--- src/rtl/spi_regbr_pkg.sv ---
package spi_regbr_pkg;

  localparam int WORD_W = 32;
  localparam logic [7:0] IF_ID = 8'd2;

  typedef logic [1:0] order_t;
  localparam order_t ORDER_RST = 2'b01;

  // Word bit carried at serial payload position p under order code ord.
  function automatic logic [4:0] slot(input order_t ord, input logic [4:0] p);
    logic [1:0] byte_sel;
    logic [2:0] bit_sel;
    byte_sel = ord[0] ? (2'd3 - p[4:3]) : p[4:3];
    bit_sel  = ord[1] ? p[2:0] : (3'd7 - p[2:0]);
    return {byte_sel, bit_sel};
  endfunction

endpackage

--- src/rtl/spi_regbr_rstsync.sv ---
module spi_regbr_rstsync (
  input  logic clk,
  input  logic rst_n,
  output logic rst_sn
);
  logic [1:0] chain_q;

  always_ff @(posedge clk or negedge rst_n) begin
    if (!rst_n) chain_q <= 2'b00;
    else        chain_q <= {chain_q[0], 1'b1};
  end

  assign rst_sn = chain_q[1];
endmodule

--- src/rtl/spi_regbr_sync.sv ---
module spi_regbr_sync #(
  parameter int W = 3,
  parameter int STAGES = 2,
  parameter logic [W-1:0] RST_VAL = '0
) (
  input  logic         clk,
  input  logic         rst_n,
  input  logic [W-1:0] d,
  output logic [W-1:0] q
);
  logic [W-1:0] st_q [STAGES];

  for (genvar g = 0; g < STAGES; g++) begin : g_stage
    if (g == 0) begin : g_first
      always_ff @(posedge clk or negedge rst_n) begin
        if (!rst_n) st_q[g] <= RST_VAL;
        else        st_q[g] <= d;
      end
    end else begin : g_next
      always_ff @(posedge clk or negedge rst_n) begin
        if (!rst_n) st_q[g] <= RST_VAL;
        else        st_q[g] <= st_q[g-1];
      end
    end
  end

  assign q = st_q[STAGES-1];
endmodule

--- src/rtl/spi_regbr_cfg.sv ---
module spi_regbr_cfg
  import spi_regbr_pkg::*;
#(
  parameter int PAD_W = 4
) (
  input  logic              clk,
  input  logic              rst_n,
  input  logic              ctl_we,
  input  logic              cfg_we,
  input  logic [WORD_W-1:0] wdata,
  input  logic              late_set,
  output order_t            order_o,
  output logic [PAD_W-1:0]  pad_o,
  output logic              late_o
);
  order_t           order_q, order_d;
  logic [PAD_W-1:0] pad_q, pad_d;
  logic             late_q, late_d;

  always_comb begin
    order_d = order_q;
    pad_d   = pad_q;
    late_d  = late_q;
    if (ctl_we) order_d = wdata[1:0];
    if (cfg_we) begin
      pad_d = wdata[PAD_W-1:0];
      if (wdata[16]) late_d = 1'b0;
    end
    if (late_set) late_d = 1'b1;
  end

  always_ff @(posedge clk or negedge rst_n) begin
    if (!rst_n) begin
      order_q <= ORDER_RST;
      pad_q   <= '0;
      late_q  <= 1'b0;
    end else begin
      order_q <= order_d;
      pad_q   <= pad_d;
      late_q  <= late_d;
    end
  end

  assign order_o = order_q;
  assign pad_o   = pad_q;
  assign late_o  = late_q;

  // the flag only rises on a late read
  a_r7_late_source: assert property (@(posedge clk) disable iff (!rst_n)
    $rose(late_q) |-> $past(late_set));
  // clear request wins unless a new late event coincides
  a_r8_late_clear: assert property (@(posedge clk) disable iff (!rst_n)
    (cfg_we && wdata[16] && !late_set) |=> !late_q);
  // padding count moves only on a config write
  a_r6_pad_hold: assert property (@(posedge clk) disable iff (!rst_n)
    !cfg_we |=> $stable(pad_q));
endmodule

--- src/rtl/spi_regbr.sv ---
module spi_regbr
  import spi_regbr_pkg::*;
#(
  parameter int ADDR_BYTES = 3,
  parameter int PAD_W = 4,
  parameter int SYNC_STAGES = 2,
  parameter int unsigned LOCAL_BASE = 0
) (
  input  logic                      clk,
  input  logic                      rst_n,
  input  logic                      sclk,
  input  logic                      cs_n,
  input  logic                      mosi,
  output logic                      miso,
  output logic                      bus_req,
  output logic                      bus_we,
  output logic [ADDR_BYTES*8-2:0]   bus_addr,
  output logic [WORD_W-1:0]         bus_wdata,
  input  logic [WORD_W-1:0]         bus_rdata,
  input  logic                      bus_ack
);
  localparam int ADDR_BITS = ADDR_BYTES * 8;
  localparam int AW = ADDR_BITS - 1;
  localparam int CNT_W = 8;
  localparam logic [CNT_W-1:0] CNT_MAX = '1;
  localparam logic [CNT_W-1:0] A_END = CNT_W'(ADDR_BITS);
  localparam logic [CNT_W-1:0] W_LAST = CNT_W'(ADDR_BITS + WORD_W - 1);
  localparam logic [AW-1:0] LBASE = AW'(LOCAL_BASE);

  logic rst_sn;
  logic s_sclk, s_csn, s_mosi;

  spi_regbr_rstsync u_rst (.clk(clk), .rst_n(rst_n), .rst_sn(rst_sn));

  spi_regbr_sync #(.W(3), .STAGES(SYNC_STAGES), .RST_VAL(3'b010)) u_sync (
    .clk(clk), .rst_n(rst_sn),
    .d({sclk, cs_n, mosi}),
    .q({s_sclk, s_csn, s_mosi})
  );

  order_t           order;
  logic [PAD_W-1:0] pad;
  logic             late;
  logic             ctl_we, cfg_we, late_set;
  logic [WORD_W-1:0] cfg_wdata;

  spi_regbr_cfg #(.PAD_W(PAD_W)) u_cfg (
    .clk(clk), .rst_n(rst_sn),
    .ctl_we(ctl_we), .cfg_we(cfg_we), .wdata(cfg_wdata),
    .late_set(late_set),
    .order_o(order), .pad_o(pad), .late_o(late)
  );

  // frame state
  logic              prev_q;
  logic [CNT_W-1:0]  cnt_q, cnt_d;
  logic              wr_q, wr_d;
  logic [AW-1:0]     adr_q, adr_d;
  logic [WORD_W-1:0] wsh_q, wsh_d;
  logic              wgo_q, wgo_d;
  logic [WORD_W-1:0] tx_q, tx_d;
  logic              miso_q, miso_d;
  logic              rdy_q, rdy_d;
  logic [WORD_W-1:0] rbuf_q, rbuf_d;
  // register port state
  logic              req_q, req_d, we_q, we_d;
  logic [AW-1:0]     badr_q, badr_d;
  logic [WORD_W-1:0] bwd_q, bwd_d;

  logic              rise, fall;
  logic [CNT_W-1:0]  dstart, dend, rel_w, rel_r;
  logic [AW-1:0]     launch_adr;
  logic [WORD_W-1:0] word_ctl, word_cfg, word_out;

  assign rise = s_sclk & ~prev_q & ~s_csn;
  assign fall = ~s_sclk & prev_q & ~s_csn;
  assign dstart = wr_q ? A_END : A_END + CNT_W'({pad, 3'b000});
  assign dend   = dstart + CNT_W'(WORD_W);
  assign rel_w  = cnt_q - A_END;
  assign rel_r  = cnt_q - dstart;
  assign launch_adr = {adr_q[AW-2:0], s_mosi};

  always_comb begin
    word_ctl = '0;
    word_ctl[1:0] = order;
    word_cfg = '0;
    word_cfg[31:24] = IF_ID;
    word_cfg[16] = late;
    word_cfg[PAD_W-1:0] = pad;
  end

  always_comb begin
    cnt_d = cnt_q;  wr_d = wr_q;  adr_d = adr_q;  wsh_d = wsh_q;
    wgo_d = 1'b0;   tx_d = tx_q;  miso_d = miso_q;
    rdy_d = rdy_q;  rbuf_d = rbuf_q;
    req_d = req_q;  we_d = we_q;  badr_d = badr_q; bwd_d = bwd_q;
    ctl_we = 1'b0;  cfg_we = 1'b0; late_set = 1'b0;
    cfg_wdata = wsh_q;
    word_out = tx_q;

    // completion of a write frame
    if (wgo_q) begin
      if (adr_q[AW-1:1] == LBASE[AW-1:1]) begin
        ctl_we = ~adr_q[0];
        cfg_we = adr_q[0];
      end else if (!req_q) begin
        req_d = 1'b1; we_d = 1'b1; badr_d = adr_q; bwd_d = wsh_q;
      end
    end

    if (s_csn) begin
      cnt_d = '0; wr_d = 1'b0; miso_d = 1'b0;
    end else begin
      if (rise) begin
        if (cnt_q != CNT_MAX) cnt_d = cnt_q + 1'b1;
        if (cnt_q == '0) begin
          wr_d  = s_mosi;
          rdy_d = 1'b0;
        end else if (cnt_q < A_END) begin
          adr_d = launch_adr;
        end
        if (wr_q && cnt_q >= A_END && cnt_q <= W_LAST)
          wsh_d[slot(order, rel_w[4:0])] = s_mosi;
        if (wr_q && cnt_q == W_LAST) wgo_d = 1'b1;
        if (!wr_q && cnt_q == A_END - 1'b1) begin
          if (launch_adr[AW-1:1] == LBASE[AW-1:1]) begin
            rbuf_d = launch_adr[0] ? word_cfg : word_ctl;
            rdy_d  = 1'b1;
          end else if (!req_q) begin
            req_d = 1'b1; we_d = 1'b0; badr_d = launch_adr;
          end
        end
      end
      if (fall) begin
        if (!wr_q && cnt_q >= dstart && cnt_q < dend) begin
          if (cnt_q == dstart) begin
            word_out = rdy_q ? rbuf_q : '0;
            late_set = ~rdy_q;
            tx_d = word_out;
          end
          miso_d = word_out[slot(order, rel_r[4:0])];
        end else begin
          miso_d = 1'b0;
        end
      end
    end

    if (req_q && bus_ack) begin
      req_d = 1'b0;
      if (!we_q) begin
        rbuf_d = bus_rdata;
        rdy_d  = 1'b1;
      end
    end
  end

  always_ff @(posedge clk or negedge rst_sn) begin
    if (!rst_sn) begin
      prev_q <= 1'b0; cnt_q <= '0; wr_q <= 1'b0; adr_q <= '0; wsh_q <= '0;
      wgo_q <= 1'b0; tx_q <= '0; miso_q <= 1'b0; rdy_q <= 1'b0; rbuf_q <= '0;
      req_q <= 1'b0; we_q <= 1'b0; badr_q <= '0; bwd_q <= '0;
    end else begin
      prev_q <= s_sclk; cnt_q <= cnt_d; wr_q <= wr_d; adr_q <= adr_d; wsh_q <= wsh_d;
      wgo_q <= wgo_d; tx_q <= tx_d; miso_q <= miso_d; rdy_q <= rdy_d; rbuf_q <= rbuf_d;
      req_q <= req_d; we_q <= we_d; badr_q <= badr_d; bwd_q <= bwd_d;
    end
  end

  assign miso      = miso_q;
  assign bus_req   = req_q;
  assign bus_we    = we_q;
  assign bus_addr  = badr_q;
  assign bus_wdata = bwd_q;

  // a pending request does not move until acknowledged
  a_r11_req_hold: assert property (@(posedge clk) disable iff (!rst_sn)
    (req_q && !bus_ack) |=> (req_q && $stable(badr_q) && $stable(bwd_q) && $stable(we_q)));
  // no data is driven while deselected
  a_r10_miso_idle: assert property (@(posedge clk) disable iff (!rst_sn)
    s_csn |=> !miso_q);
  // a write frame completes at most once
  a_r2_single_go: assert property (@(posedge clk) disable iff (!rst_sn)
    wgo_q |=> !wgo_q);
  // completion needs the select held through the last data bit
  a_r9_go_selected: assert property (@(posedge clk) disable iff (!rst_sn)
    $rose(wgo_q) |-> $past(!s_csn));
endmodule

--- config.mk ---
export PLATFORM = sky130hd
export DESIGN_NAME = spi_regbr
export DESIGN_NICKNAME = d
export VERILOG_FILES = /design/src/rtl/spi_regbr_pkg.sv /design/src/rtl/spi_regbr_rstsync.sv /design/src/rtl/spi_regbr_sync.sv /design/src/rtl/spi_regbr_cfg.sv /design/src/rtl/spi_regbr.sv
export SDC_FILE = /design/constraint.sdc
export NUM_CORES = 1
export LEC_CHECK = 0
export BUFFER_PORTS_ARGS = -buffer_cell sky130_fd_sc_hd__buf_2
export CAP_MARGIN = 20
export CORE_ASPECT_RATIO = 0.9
export CORE_MARGIN = 2
export CORE_UTILIZATION = 55
export DETAILED_ROUTE_END_ITERATION = 10
export PLACE_DENSITY = 0.75
export SETUP_SLACK_MARGIN = 0.02
export SLEW_MARGIN = 20
export SYNTH_ARGS = -nofsm -noshare
export SYNTH_HDL_FRONTEND = slang
export SYNTH_HIERARCHICAL = 1
export SYNTH_SLANG_ARGS = --single-unit
--- constraint.sdc ---
create_clock -name clk -period 18.3 [get_ports clk]
set_clock_uncertainty 0.15 [all_clocks]
set_input_delay 5.49 -clock clk [delete_from_list [all_inputs] [get_ports clk]]
set_output_delay 5.49 -clock clk [all_outputs]
set_load 0.02 [all_outputs]
; ---- After elaboration in Yosys (flattened, before gate mapping)
; Index checks and enable logic that the tools add are counted.
[totals]
output_inout_bits = 58
inputBits = 38
regBits = 204
wordCells = 154
[op_classes]
magnitude_cmp = 8
addsub = 9
n_bitwise = 12
eq_ne = 4
muxes = 76
n_reduce_logical = 25
[ops]
columns = op, n
row1 = $mux W32, 11
row2 = $mux W23, 8
row3 = $mux W1, 45
row4 = $logic_not A22 Y1, 2
row5 = $bwmux W32, 1
row6 = $mux W8, 4
row7 = $mux W26, 1
row8 = $lt A5 B6 Y1 const B, 2
row9 = $reduce_bool A2 Y1, 6
row10 = $reduce_and A3 Y1, 3
row11 = $add A5 B7 Y8 const A, 1
row12 = $add A8 B1 Y8 const B, 1
row13 = $add A8 B6 Y8 const B, 1
row14 = $eq A8 B5 Y1 const B, 1
row15 = $eq A8 B6 Y1 const B, 1
row16 = $eq A8 B8 Y1, 1
row17 = $ge A8 B5 Y1 const B, 1
row18 = $ge A8 B8 Y1, 1
row19 = $le A8 B6 Y1 const B, 1
row20 = $logic_and A1 B1 Y1, 8
row21 = $logic_not A8 Y1, 1
row22 = $lt A8 B5 Y1 const B, 1
row23 = $lt A8 B8 Y1, 1
row24 = $ne A8 B8 Y1 const B, 1
row25 = 14 further kinds, 30

; ---- Logic depth before layout (Yosys ltp)
[depth]
ltp_word = 13
mapped_depth = 15

; ---- By module
; The synthesis kept the hierarchy.
[by_module_without_submodules]
columns = module, cells_per_inst, instances, seq_area_each_um2, area_per_inst_um2
row1 = spi_regbr, 900, 1, 4729.5, 8984.9
row2 = spi_regbr_cfg, 15, 1, 176.4, 255.2
row3 = spi_regbr_sync, 9, 1, 152.6, 175.2
row4 = spi_regbr_rstsync, 3, 1, 50.0, 53.8

; ---- Worst setup path before layout
; Ideal clock, no wire load.
[synth_timing]
kind = input -> register
startpoint = in bus_ack
endpoint = reg rbuf_q[25]
path_stages = 4
setup_time_ns = 0.132
slack_ns = 11.855
path_buffers = 1
t_arrival_ns = 6.163
cell_sequence = nand2_1 -> nor2_1 -> clkbuf_1 -> o21ai_1
[synth_between]
elab_chain_cells = 2
[synth_rtl]
columns = element, line_no
row1 = start: declaration, spi_regbr.sv:20  ; input logic bus_ack
row2 = $logic_and A1 B1 Y1, spi_regbr.sv:148  ; if (req_q && bus_ack) begin
row3 = $mux W32, spi_regbr.sv:148
row4 = named net rbuf_d[25], spi_regbr.sv:64  ; logic [WORD_W-1:0] rbuf_q, rbuf_d;
row5 = end signal: assignment, spi_regbr.sv:164  ; wgo_q <= wgo_d; tx_q <= tx_d; miso_q <= miso_d; rdy_q <= rdy_d; rbuf_q <= rbuf_d;
row6 = end: declaration, spi_regbr.sv:64
; The timed path passes the listed nets, and every way through them passes these cells.
; A chain may end at the register's enable or synchronous reset.

; ---- Worst setup path in the final report
[layout_timing]
startpoint = reg req_q, in the netlist bus_req
endpoint = out bus_req
[layout_lines]
columns = element, line_no
row1 = start: declaration, spi_regbr.sv:66  ; logic req_q, req_d, we_q, we_d;
row2 = start signal: assignment, spi_regbr.sv:165  ; req_q <= req_d; we_q <= we_d; badr_q <= badr_d; bwd_q <= bwd_d;
row3 = end: declaration, spi_regbr.sv:15  ; output logic bus_req,
; No word-level cell between the ends.

==> metrics.md <==
| Metric | Value |
|---|---|
| Status | `completed` |
| Leading register cell type out of synthesis | `dfrtp_1` |
| Instance count of the mapped netlist | `927` |
| Worst Setup Slack, final | `between 10,000 and 15,000 ps` |
| Power density over the cells | `around 86 mW/mm^2` |
| Antenna violations before repair | `0` |
| Total of hold buffers inserted after clock tree synthesis | `0` |
| Overall overflow remaining after global route | `0` |
| Maximum fanout along the worst path | `28` |
| Number of buffers inserted to repair setup after CTS | `0` |
| Clock buffer depth | `3` |
| Max frequency | `135.4 MHz` |
| Final antenna-violating net count | `0` |
| Area after detailed placement | `approximately 0.01 sq mm` |
| Wirelength per Cell | `16.47 microns` |
| Count of antenna diodes in the layout | `0` |
| Count of cell types in the netlist | `63` |
| Sum of negative setup slack | `0 ps` |
| Area grow syn2layout | `13.37%` |
| Number of failing setup endpoints in the final timing report | `0` |
| P_leak | `~5.0 nW` |
| Final wirelength | `a little over 20,000 microns` |
| Crit Path Class | `flip-flop to primary output` |
| Most common cell in the netlist | `dfrtp_1` |
| Count of state elements after synthesis | `204` |
| Most congested layer reported by global routing | `met2` |
| Combinational group share of total power | `0.030` |
| Die H | `about 130 microns` |
| Cell breakdown of the critical path | `buf_2` |
| Max-slew violations | `0` |
| Ratio of routed vias to standard cells | `5.643` |
| Die area | `about 0.018 sq mm` |
| Worst hold slack | `~200 ps` |
| Number of global-route vias before repair | `approximately 6,700` |
| Final min period | `7384 ps` |
| Net switching power of the design | `approximately 200 uW` |
| Met3 track utilization from global routing | `0.03647` |
| Required time of the worst setup path | `about 13,000 ps` |
| Async set or reset register ratio after synthesis | `1.000` |
| # IOs | `between 90 and 100` |
| Fraction of met2 tracks used by global routing | `0.3549` |
| Cell at the root of the clock tree | `clkbuf_16` |
| Setup slack at placement | `around 11,000 ps` |
| Share of total power consumed by net switching | `0.2161` |
| Count of flip-flops with a built-in enable after synthesis | `0` |
| Core Footprint | `0.01689 sq mm` |
| RSZ-0062 raised after global routing | `false` |
| Number of DRC markers after the initial detailed-route iteration | `463` |
| Final Cycle Share | `0.4035` |
| Proportion of netlist area held by the largest area contributor | `0.5312` |
| IO Port Bufs | `95` |
| Type of the worst min-delay path | `flip-flop to flip-flop` |
| Number of DRC violations after detailed routing | `0` |
| Crit-path max cell delay | `about 940 ps` |
| Width of the chip | `about 140 microns` |
| Post-cts sizing count | `0` |
| Final RePlAce weighted congestion | `0.8605` |
| Clock-pin slew on the worst setup and hold paths | `around 60 ps` |
| Routing usage on met1 | `0.3444` |
| Syn_area_per_cell | `between 10 and 15 sq um` |
| Drt pass-1 iters | `6` |
| Global-route wire length before repair | `about 34,000 microns` |
| Worst setup SP type | `flip-flop` |
| Clock buffer count from CTS | `21` |
| Sequential fraction of design power | `0.504` |
| Critical Path Sink Type | `primary output` |
| Number of core rows | `between 40 and 50` |
| H-tree levels | `1` |
| Post-route cell area | `~0.011 sq mm` |
| Total number of nets in the final design | `between 1,000 and 1,500` |
| CTS tree | `done` |
| DP HPWL | `12,980 microns` |
| Delay-heaviest family, CP | `flip-flops` |
| Data arrival time of the critical path | `around 1700 ps` |
| Final-report hold violation count | `0` |
| Cell with the largest stage delay on the worst path | `dfrtp_1` |
| Share of layout cells above drive strength 1 | `0.2401` |
| Slew margin rel. | `0.3587` |
| Starting Density | `0.5606` |
| Overall track demand over capacity in global routing | `0.2292` |
| Most frequent cells after synthesis | `dfrtp_1, nand2_1, mux2_2` |
| Max rail drop VDD | `0.00005654 V` |
| Largest cells by area after synthesis | `dfrtp_1, mux2_2, nand2_1` |
| Actual slew at the worst max-slew pin | `962.0 ps` |
| Sequential area share after synthesis | `0.5395` |
| Maximum capacitance violations | `0` |
| Clk pwr share | `0.466` |
| Clk sink count | `between 200 and 250` |
| Total buffers and inverters traversed by the critical path | `1` |
| Pint | `about 700 uW` |
| Filler cell count in the final layout | `about 1,400` |
| Power Total | `919.0 uW` |
| Yosys warns | `6` |
| Source-to-sink clock delay at the later pin of the worst-skew pair | `500 ps` |
| Via count | `just under 7,000` |
| Pin count of the biggest net entering global routing | `between 80 and 90` |
| Net count of the mapped netlist | `978` |
| Dominant cell type by area after synthesis | `dfrtp_1` |
| Netlist Area Pre-Place | `between 0.009 and 0.01 sq mm` |
[path summary, 6_finish.rpt]
| path | slack [ps] | end | start | depth (start not counted) |
|---|---|---|---|---|
| setup / recovery | 10920 | bus_req | bus_req$_DFF_PN0_ | 1 |
| hold / removal | 200 | u_sync/q[2]$_DFF_PN0_ | u_sync/st_q[5]$_DFF_PN0_ | 0 |
| setup reg to reg | 14730 | miso$_DFFE_PN0P_ | u_cfg/pad_o[0]$_DFFE_PN0P_ | 11 |
| hold reg to reg | 200 | u_sync/q[2]$_DFF_PN0_ | u_sync/st_q[5]$_DFF_PN0_ | 0 |
| max in group asynchronous | 13260 | u_rst/chain_q[1]$_DFF_PN0_ | rst_n | 1 |
| min in group asynchronous | 290 | bus_addr[7]$_DFF_PN0_ | u_rst/chain_q[1]$_DFF_PN0_ | 0 |
[cells by family after synthesis]
group                      count (synthesis)  share of synthesized area
xor gates and xnor gates                  14                    0.01295
AOI/OAI and AO/OA                        187                     0.1209
buffers and inverters                     75                    0.03449
adders and majority gates                 13                    0.01718
muxes                                    101                     0.1193
and+or+nand+nor                          332                     0.1553
other                                      1                  0.0003960
DFF                                      204                     0.5395
[flip-flops by register name (all words and copies together), names as in the netlist]
name,cells
u_sync/st_q,3
u_sync/q,3
bus_req,1
u_cfg/pad_o,4
bus_wdata,32
wr_q,1
rbuf_q,32
wgo_q,1
bus_we,1
bus_addr,23
prev_q,1
cfg_wdata,32
u_cfg/late_o,1
cnt_q,8
tx_q,32
u_cfg/order_o,2
adr_q,23
miso,1
rdy_q,1
u_rst/chain_q,2
[final cells by class]
class                           count  area (sq um)  area share
Timing Repair Buffer              106         561.8     0.05233
Clock buffer                       31         603.1     0.05618
Inverter                           16         60.06    0.005594
Tap cell                          211         264.0     0.02459
Multi-Input combinational cell    648          4045      0.3768
Clock inverter                      7         88.84    0.008275
Sequential cell                   204          5112      0.4762
[through the flow]
step / instances / utilization
6_report: 1223 / 0.6356
5_1_grt: 1223 / 0.6356
4_1_cts: 1223 / 0.6353
3_5_place_dp: 1185 / 0.5944
3_3_place_gp: 1185 / 0.5941
2_1_floorplan: 927 / -
[layout by cell type, fill, tap and decap left out, types with 8 or more instances in the layout]
cell type and count:
nand2b_1 11, a22oi_1 23, dfrtp_1 200, clkbuf_16 21
a211oi_1 24, xor2_1 8, a21oi_1 10, ha_1 13
inv_1 16, buf_2 95, o21ai_0 40, nor2_1 83
nand2_1 177, o21ai_1 57, nor4_1 9, buf_4 10
mux2_2 91
[layer usage]
metal / routed length [microns] / vias to the layer above
met5: 0 / -
met4: 394 / 0
met3: 1009 / 34
met2: 9172 / 172
met1: 9569 / 3332
li1: - / 3364
[power groups by stage]
stage | Sequential [mW] | Clock (mW) | Combinational [mW]
finish | 0.463 | 0.428 | 0.0276
global route | 0.464 | 0.454 | 0.0312
CTS | 0.463 | 0.436 | 0.0280
detailed placement | 0.472 | 0 | 0.0277
global placement | 0.471 | 0 | 0.0272
floorplan | 0.472 | 0 | 0.0147
Power figures use the tool's default switching activity.
